`src/rtl/pps_pkg.sv`:
```
package pps_pkg;
  localparam int CODE_W  = 3;
  localparam int LVL_W   = 3;
  localparam int MAX_LVL = 2;
  localparam int OUT_W   = 6;
  localparam int OUT_MAX = 8;

  typedef struct packed {
    logic signed [LVL_W-1:0] lvl;
    logic                    bad;
  } sym_dec_t;
endpackage

```
`src/rtl/pps_rst_sync.sv`:
```
module pps_rst_sync #(
  parameter int STAGES = 2
) (
  input  logic clk,
  input  logic arst_n,
  output logic srst_n
);
  logic [STAGES-1:0] chain_q;
  logic [STAGES-1:0] chain_d;

  always_comb begin
    chain_d = {chain_q[STAGES-2:0], 1'b1};
  end

  always_ff @(posedge clk or negedge arst_n) begin
    if (!arst_n) chain_q <= '0;
    else         chain_q <= chain_d;
  end

  assign srst_n = chain_q[STAGES-1];
endmodule

```
`src/rtl/pps_sym_decode.sv`:
```
module pps_sym_decode
  import pps_pkg::*;
#(
  parameter int C_W  = CODE_W,
  parameter int L_W  = LVL_W,
  parameter int LMAX = MAX_LVL
) (
  input  logic [C_W-1:0] code,
  output sym_dec_t       dec
);
  logic signed [C_W-1:0] code_s;
  logic                  too_high;
  logic                  too_low;

  always_comb begin
    code_s   = signed'(code);
    too_high = (int'(code_s) >  LMAX);
    too_low  = (int'(code_s) < -LMAX);
    dec.bad  = too_high | too_low;
    dec.lvl  = dec.bad ? '0 : L_W'(code_s);
  end

  always_comb begin
    AST_BAD_IS_ZERO: assert (!dec.bad || dec.lvl == '0);
  end
endmodule

```
`src/rtl/pps_fir_core.sv`:
```
module pps_fir_core
  import pps_pkg::*;
#(
  parameter int L_W  = LVL_W,
  parameter int O_W  = OUT_W,
  parameter int OMAX = OUT_MAX
) (
  input  logic                  clk,
  input  logic                  rst_n,
  input  logic                  en,
  input  sym_dec_t              dec,
  output logic signed [O_W-1:0] sample,
  output logic                  smp_valid,
  output logic                  smp_err
);
  localparam int SUM_W = L_W + 3;

  logic signed [L_W-1:0]   prev_q, prev_d;
  logic signed [O_W-1:0]   smp_q, smp_d;
  logic                    vld_q, vld_d;
  logic                    err_q, err_d;
  logic signed [SUM_W-1:0] cur_ext, prev_ext, sum;
  logic signed [O_W-1:0]   clamped;

  // three-quarter term as (x<<1)+x, plus one-quarter term
  always_comb begin
    cur_ext  = SUM_W'(dec.lvl);
    prev_ext = SUM_W'(prev_q);
    sum      = (cur_ext <<< 1) + cur_ext + prev_ext;
    if (int'(sum) > OMAX)       clamped = O_W'(OMAX);
    else if (int'(sum) < -OMAX) clamped = -O_W'(OMAX);
    else                        clamped = O_W'(sum);
  end

  always_comb begin
    prev_d = prev_q;
    smp_d  = smp_q;
    vld_d  = 1'b0;
    err_d  = 1'b0;
    if (en) begin
      prev_d = dec.lvl;
      smp_d  = clamped;
      vld_d  = 1'b1;
      err_d  = dec.bad;
    end
  end

  always_ff @(posedge clk or negedge rst_n) begin
    if (!rst_n) begin
      prev_q <= '0;
      smp_q  <= '0;
      vld_q  <= 1'b0;
      err_q  <= 1'b0;
    end else begin
      prev_q <= prev_d;
      smp_q  <= smp_d;
      vld_q  <= vld_d;
      err_q  <= err_d;
    end
  end

  assign sample    = smp_q;
  assign smp_valid = vld_q;
  assign smp_err   = err_q;

  AST_OUT_RANGE: assert property (@(posedge clk) disable iff (!rst_n)
    (int'(smp_q) <= OMAX) && (int'(smp_q) >= -OMAX));
  AST_IDLE_NO_VALID: assert property (@(posedge clk) disable iff (!rst_n)
    !en |=> !vld_q);
  AST_ACCEPT_VALID: assert property (@(posedge clk) disable iff (!rst_n)
    en |=> vld_q);
  AST_IDLE_HOLD: assert property (@(posedge clk) disable iff (!rst_n)
    !en |=> ($stable(prev_q) && $stable(smp_q)));
  AST_ERR_WITH_VALID: assert property (@(posedge clk) disable iff (!rst_n)
    err_q |-> vld_q);
endmodule

```
`src/rtl/pam5_pr_shaper.sv`:
```
module pam5_pr_shaper
  import pps_pkg::*;
(
  input  logic                    clk,
  input  logic                    rst_n,
  input  logic                    sym_valid,
  input  logic [CODE_W-1:0]       sym_code,
  output logic signed [OUT_W-1:0] dac_sample,
  output logic                    dac_valid,
  output logic                    sym_err
);
  logic     core_rst_n;
  sym_dec_t dec;

  pps_rst_sync #(.STAGES(2)) u_rst (
    .clk    (clk),
    .arst_n (rst_n),
    .srst_n (core_rst_n)
  );

  pps_sym_decode #(.C_W(CODE_W), .L_W(LVL_W), .LMAX(MAX_LVL)) u_dec (
    .code (sym_code),
    .dec  (dec)
  );

  pps_fir_core #(.L_W(LVL_W), .O_W(OUT_W), .OMAX(OUT_MAX)) u_core (
    .clk       (clk),
    .rst_n     (core_rst_n),
    .en        (sym_valid),
    .dec       (dec),
    .sample    (dac_sample),
    .smp_valid (dac_valid),
    .smp_err   (sym_err)
  );
endmodule

```
`config.mk`:
```
export PLATFORM = sky130hd
export DESIGN_NAME = pam5_pr_shaper
export DESIGN_NICKNAME = d
export VERILOG_FILES = /design/src/rtl/pps_pkg.sv /design/src/rtl/pps_rst_sync.sv /design/src/rtl/pps_sym_decode.sv /design/src/rtl/pps_fir_core.sv /design/src/rtl/pam5_pr_shaper.sv
export SDC_FILE = /design/constraint.sdc
export NUM_CORES = 1
export LEC_CHECK = 0
export BUFFER_PORTS_ARGS = -buffer_cell sky130_fd_sc_hd__buf_4
export CAP_MARGIN = 10
export CORE_MARGIN = 3
export CORE_UTILIZATION = 35
export DETAILED_ROUTE_END_ITERATION = 6
export GPL_TIMING_DRIVEN = 0
export MAX_ROUTING_LAYER = met4
export PLACE_DENSITY_LB_ADDON = 0.12
export SLEW_MARGIN = 0
export SYNTH_ARGS = -nofsm -noshare
export SYNTH_HDL_FRONTEND = slang
export SYNTH_SLANG_ARGS = --single-unit
```
`constraint.sdc`:
```
create_clock -name clk -period 0.8 [get_ports clk]
set_clock_uncertainty 0.15 [all_clocks]
set_input_delay 0 -clock clk [delete_from_list [all_inputs] [get_ports clk]]
set_output_delay 0 -clock clk [all_outputs]
set_load 0.05 [all_outputs]
```
==> run_results.csv <==
group,metric,value,unit
pwr,irDropWorstVdd,0.971,mV
synthesis,syn_avg_cell_area,9.52,um^2
cts,cts_tree,"built",
synthesis,synth_fp_nets,98,
synthesis,synth-simple-area-share,15.8,%
sta,period_share,329,%
floorplanning,coreArea,2080,um^2
floorplanning,io_pins,14,
cts,clock_latency,0.28,ns
worst_setup_path,cpPeakStageDelay,0.53,ns
sta,fmax,380,MHz
drt,num_vias,693,
drt,route.detailed.drc,0,
cells_and_area,final_nets,130,
worst_setup_path,crit_path_cell_trace,"fa_1 -> ha_1 -> a211o_1 -> o21ai_1 -> xnor2_2 -> or4b_1 -> o221ai_2",
synthesis,synthFlopType,"dfrtp_1",
floorplanning,rows,16,
pwr,fin_total_pwr,2.38,mW
synthesis,synthArstFlopShare,100,%
sta,timing.final.ws_setup,-1.83,ns
worst_setup_path,crit_path_top_delay_cell,"or4b_1",
worst_setup_path,required,0.85,ns
worst_setup_path,cp_data_arrival_time,2.68,ns
global_route,grt_pass1_wl,2750,um
sta,period_needed,2.63,ns
synthesis,synth_top_family_by_area,"compound AO/OA/AOI/OAI gates",
cts,path_clk_slew,0.08,ns
cells_and_area,antenna_cells,0,
global_route,track_usage,13.3,%
synthesis,syn-instance-count,85,
pwr,p_per_area,2020,nW/um^2
cts,holdBufCountCts,2,
floorplanning,initial_utilization,38.9,%
floorplanning,fp.dieW,54.1,um
synthesis,synth_cell_types,30,
placement,port_buffers,13,
cells_and_area,syn2layout_area_growth,45.4,%
outcome,violations,"hold timing, setup timing",
drt,drt_wl_total,1640,um
drt,drtAntennaViolNets,0,
synthesis,yosysSeqAreaShare,40.2,%
cells_and_area,design_area,1180,um^2
sta,report.final.slew_viol_count,0,
sta,finalHoldViolCount,9,
cells_and_area,fin_util,56.6,%
sta,whs,-0.105,ns
worst_setup_path,worst-setup-path-type,"reg -> reg",
synthesis,muxShareOfSynthArea,2.78,%
cts,numCtsBuffers,3,
cts,clock_sinks,13,
synthesis,synth_xor_area_share,5.41,%
cts,h-tree-depth,1,
global_route,grt_pass1_vias,645,
job,drv_cap,0,
placement,place_congestion,0.717,
cts,clock-root-buffer,"clkbuf_4",
drt,viasPerCell,4.85,
synthesis,synth_adder_area_share,12.7,%
synthesis,synth_edf_count,0,
drt,wl_per_cell,11.4,um
global_route,overflow,0,
drt,drtIter0Drc,9,
floorplanning,dieArea,2930,um^2
worst_setup_path,start_kind,"flop",
sta,setup_viol,17,
placement,place_hpwl,1150,um
synthesis,ys_warn_count,0,
worst_setup_path,crit_fanout,4,
cells_and_area,layout-drive-gt1-share,39.7,%
hold_path,hold_class,"in -> reg",
outcome,status,"finished with violations",
worst_setup_path,end_kind,"flop",
pwr,p_leak,0.580,nW
placement,placement.cell_area,947,um^2
cts,clk_path_buf_depth,2,
global_route,antenna_found_initial,0,
drt,drt-pass1-iter-count,4,
cells_and_area,fillers,205,
synthesis,syn_area,810,um^2
sta,rsz0062_at_grt,"true",
floorplanning,die_h,54.1,um
synthesis,synth_seq_cells,13,
global_route,grt_max_degree,12,
synthesis,synth-compound-area-share,16.2,%
[cell usage after synthesis, types with 2 or more instances]
master | count | share of area, %
dfrtp_1 | 13 | 40
inv_1 | 12 | 5.6
nand2_1 | 6 | 2.8
ha_1 | 5 | 7.7
nand3_1 | 4 | 2.5
o21ai_0 | 4 | 2.5
a21oi_1 | 3 | 1.9
nor2_1 | 3 | 1.4
nor2b_1 | 3 | 2.3
xor2_1 | 3 | 3.2
a21o_1 | 2 | 1.9
and2_1 | 2 | 1.5
clkbuf_1 | 2 | 0.93
fa_1 | 2 | 4.9
mux2_2 | 2 | 2.8
o21ai_1 | 2 | 1.2
o221ai_1 | 2 | 2.2
or4b_1 | 2 | 2.5
xnor2_1 | 2 | 2.2
[state kept, by name (all words and copies together) (netlist names)]
signal,flops
u_core.sample,6
u_core.prev_q,3
u_rst.chain_q,2
u_core.smp_err,1
u_core.smp_valid,1
[report_power, final]
part / internal, mW / total [mW] / switching [mW] / leakage [nW]
Sequential: 0.745 / 0.812 / 0.0673 / 0.161
Clock: 0.194 / 0.410 / 0.216 / 0.0150
Combinational: 0.520 / 1.15 / 0.634 / 0.405
Total: 1.46 / 2.38 / 0.917 / 0.580
[through the flow]
| step | instances | setup WS [ns] | setup TNS [ns] |
|---|---|---|---|
| finish | 143 | -1.83 | -12.40 |
| global route | 143 | -1.94 | -13.43 |
| global placement | 125 | -2.03 | -12.55 |
| floorplan | 85 | -1.77 | -9.86 |
| CTS | 142 | -1.82 | -12.22 |
| detailed placement | 125 | -2.06 | -12.65 |
[metal layers]
metal  part of all wire [%]  GRT usage, %  vias to the layer above
li1                       -             -                      356
met5                      0             -                        -
met4                    3.1          7.47                        0
met3                    2.6          1.66                        5
met1                     48          17.4                      321
met2                     47          19.8                       11
[worst max-delay path: cells and delay by family, from the launching register on]
| family | cells | cell delay [ns] |
|---|---|---|
| flops | 1 | 0.40 |
| fa+ha+maj | 2 | 0.80 |
| simple gates | 1 | 0.53 |
| compound gates | 3 | 0.55 |
| xor+xnor | 1 | 0.12 |
[layout make-up]
| type | instances | area, um^2 | share of cell area (%) |
|---|---|---|---|
| plain buffers | 1 | 5.00 | 0.425 |
| inverters | 12 | 45.0 | 3.83 |
| clock buffers | 4 | 26.3 | 2.23 |
| well taps | 27 | 33.8 | 2.87 |
| flip-flops and latches | 13 | 325 | 27.6 |
| repair buffers | 28 | 249 | 21.1 |
| multi-input cells | 58 | 493 | 41.9 |
[layout by cell type (no fill, tap or decap), types with 3 or more instances in the layout]
cell	instances
buf_6	9
dfrtp_1	13
o21ai_1	5
buf_4	17
nand2_1	5
a21oi_1	3
inv_2	3
nor2b_1	3
clkbuf_4	3
ha_1	4
inv_1	9
nand3_1	4
[cells by family (layout without fill, tap and decap cells)]
family	Yosys count	after routing
AO/OA/AOI/OAI	20	20
multiplexers	2	2
other	1	1
flip-flops	13	13
AND/OR/NAND/NOR	23	23
XOR/XNOR	5	5
buffers and inverters	14	45
adder cells (fa/ha/maj)	7	7
[path summary, 6_finish.rpt]
check                                          endpoint                    startpoint  slack, ns  cells past startpoint
setup / recovery           u_core.sample[1]$_DFFE_PN0P_  u_core.prev_q[2]$_DFFE_PN0P_      -1.83                      7
hold / removal             u_core.prev_q[1]$_DFFE_PN0P_                     sym_valid      -0.11                      2
setup reg to reg           u_core.sample[1]$_DFFE_PN0P_  u_core.prev_q[2]$_DFFE_PN0P_      -1.83                      7
hold reg to reg            u_core.sample[0]$_DFFE_PN0P_    u_rst.chain_q[1]$_DFF_PN0_       0.03                      0
max in group asynchronous  u_core.sample[4]$_DFFE_PN0P_    u_rst.chain_q[1]$_DFF_PN0_       0.15                      0
min in group asynchronous    u_rst.chain_q[0]$_DFF_PN0_                         rst_n      -0.10                      2
[timing repair]
item,CTS,global route
gates resized for setup,21,4
endpoints found under the setup margin,17,18
pin swaps,4,4
setup buffers,11,2
endpoints found under the hold margin,5,6
Note: power is estimated with default switching activity, not from simulation.
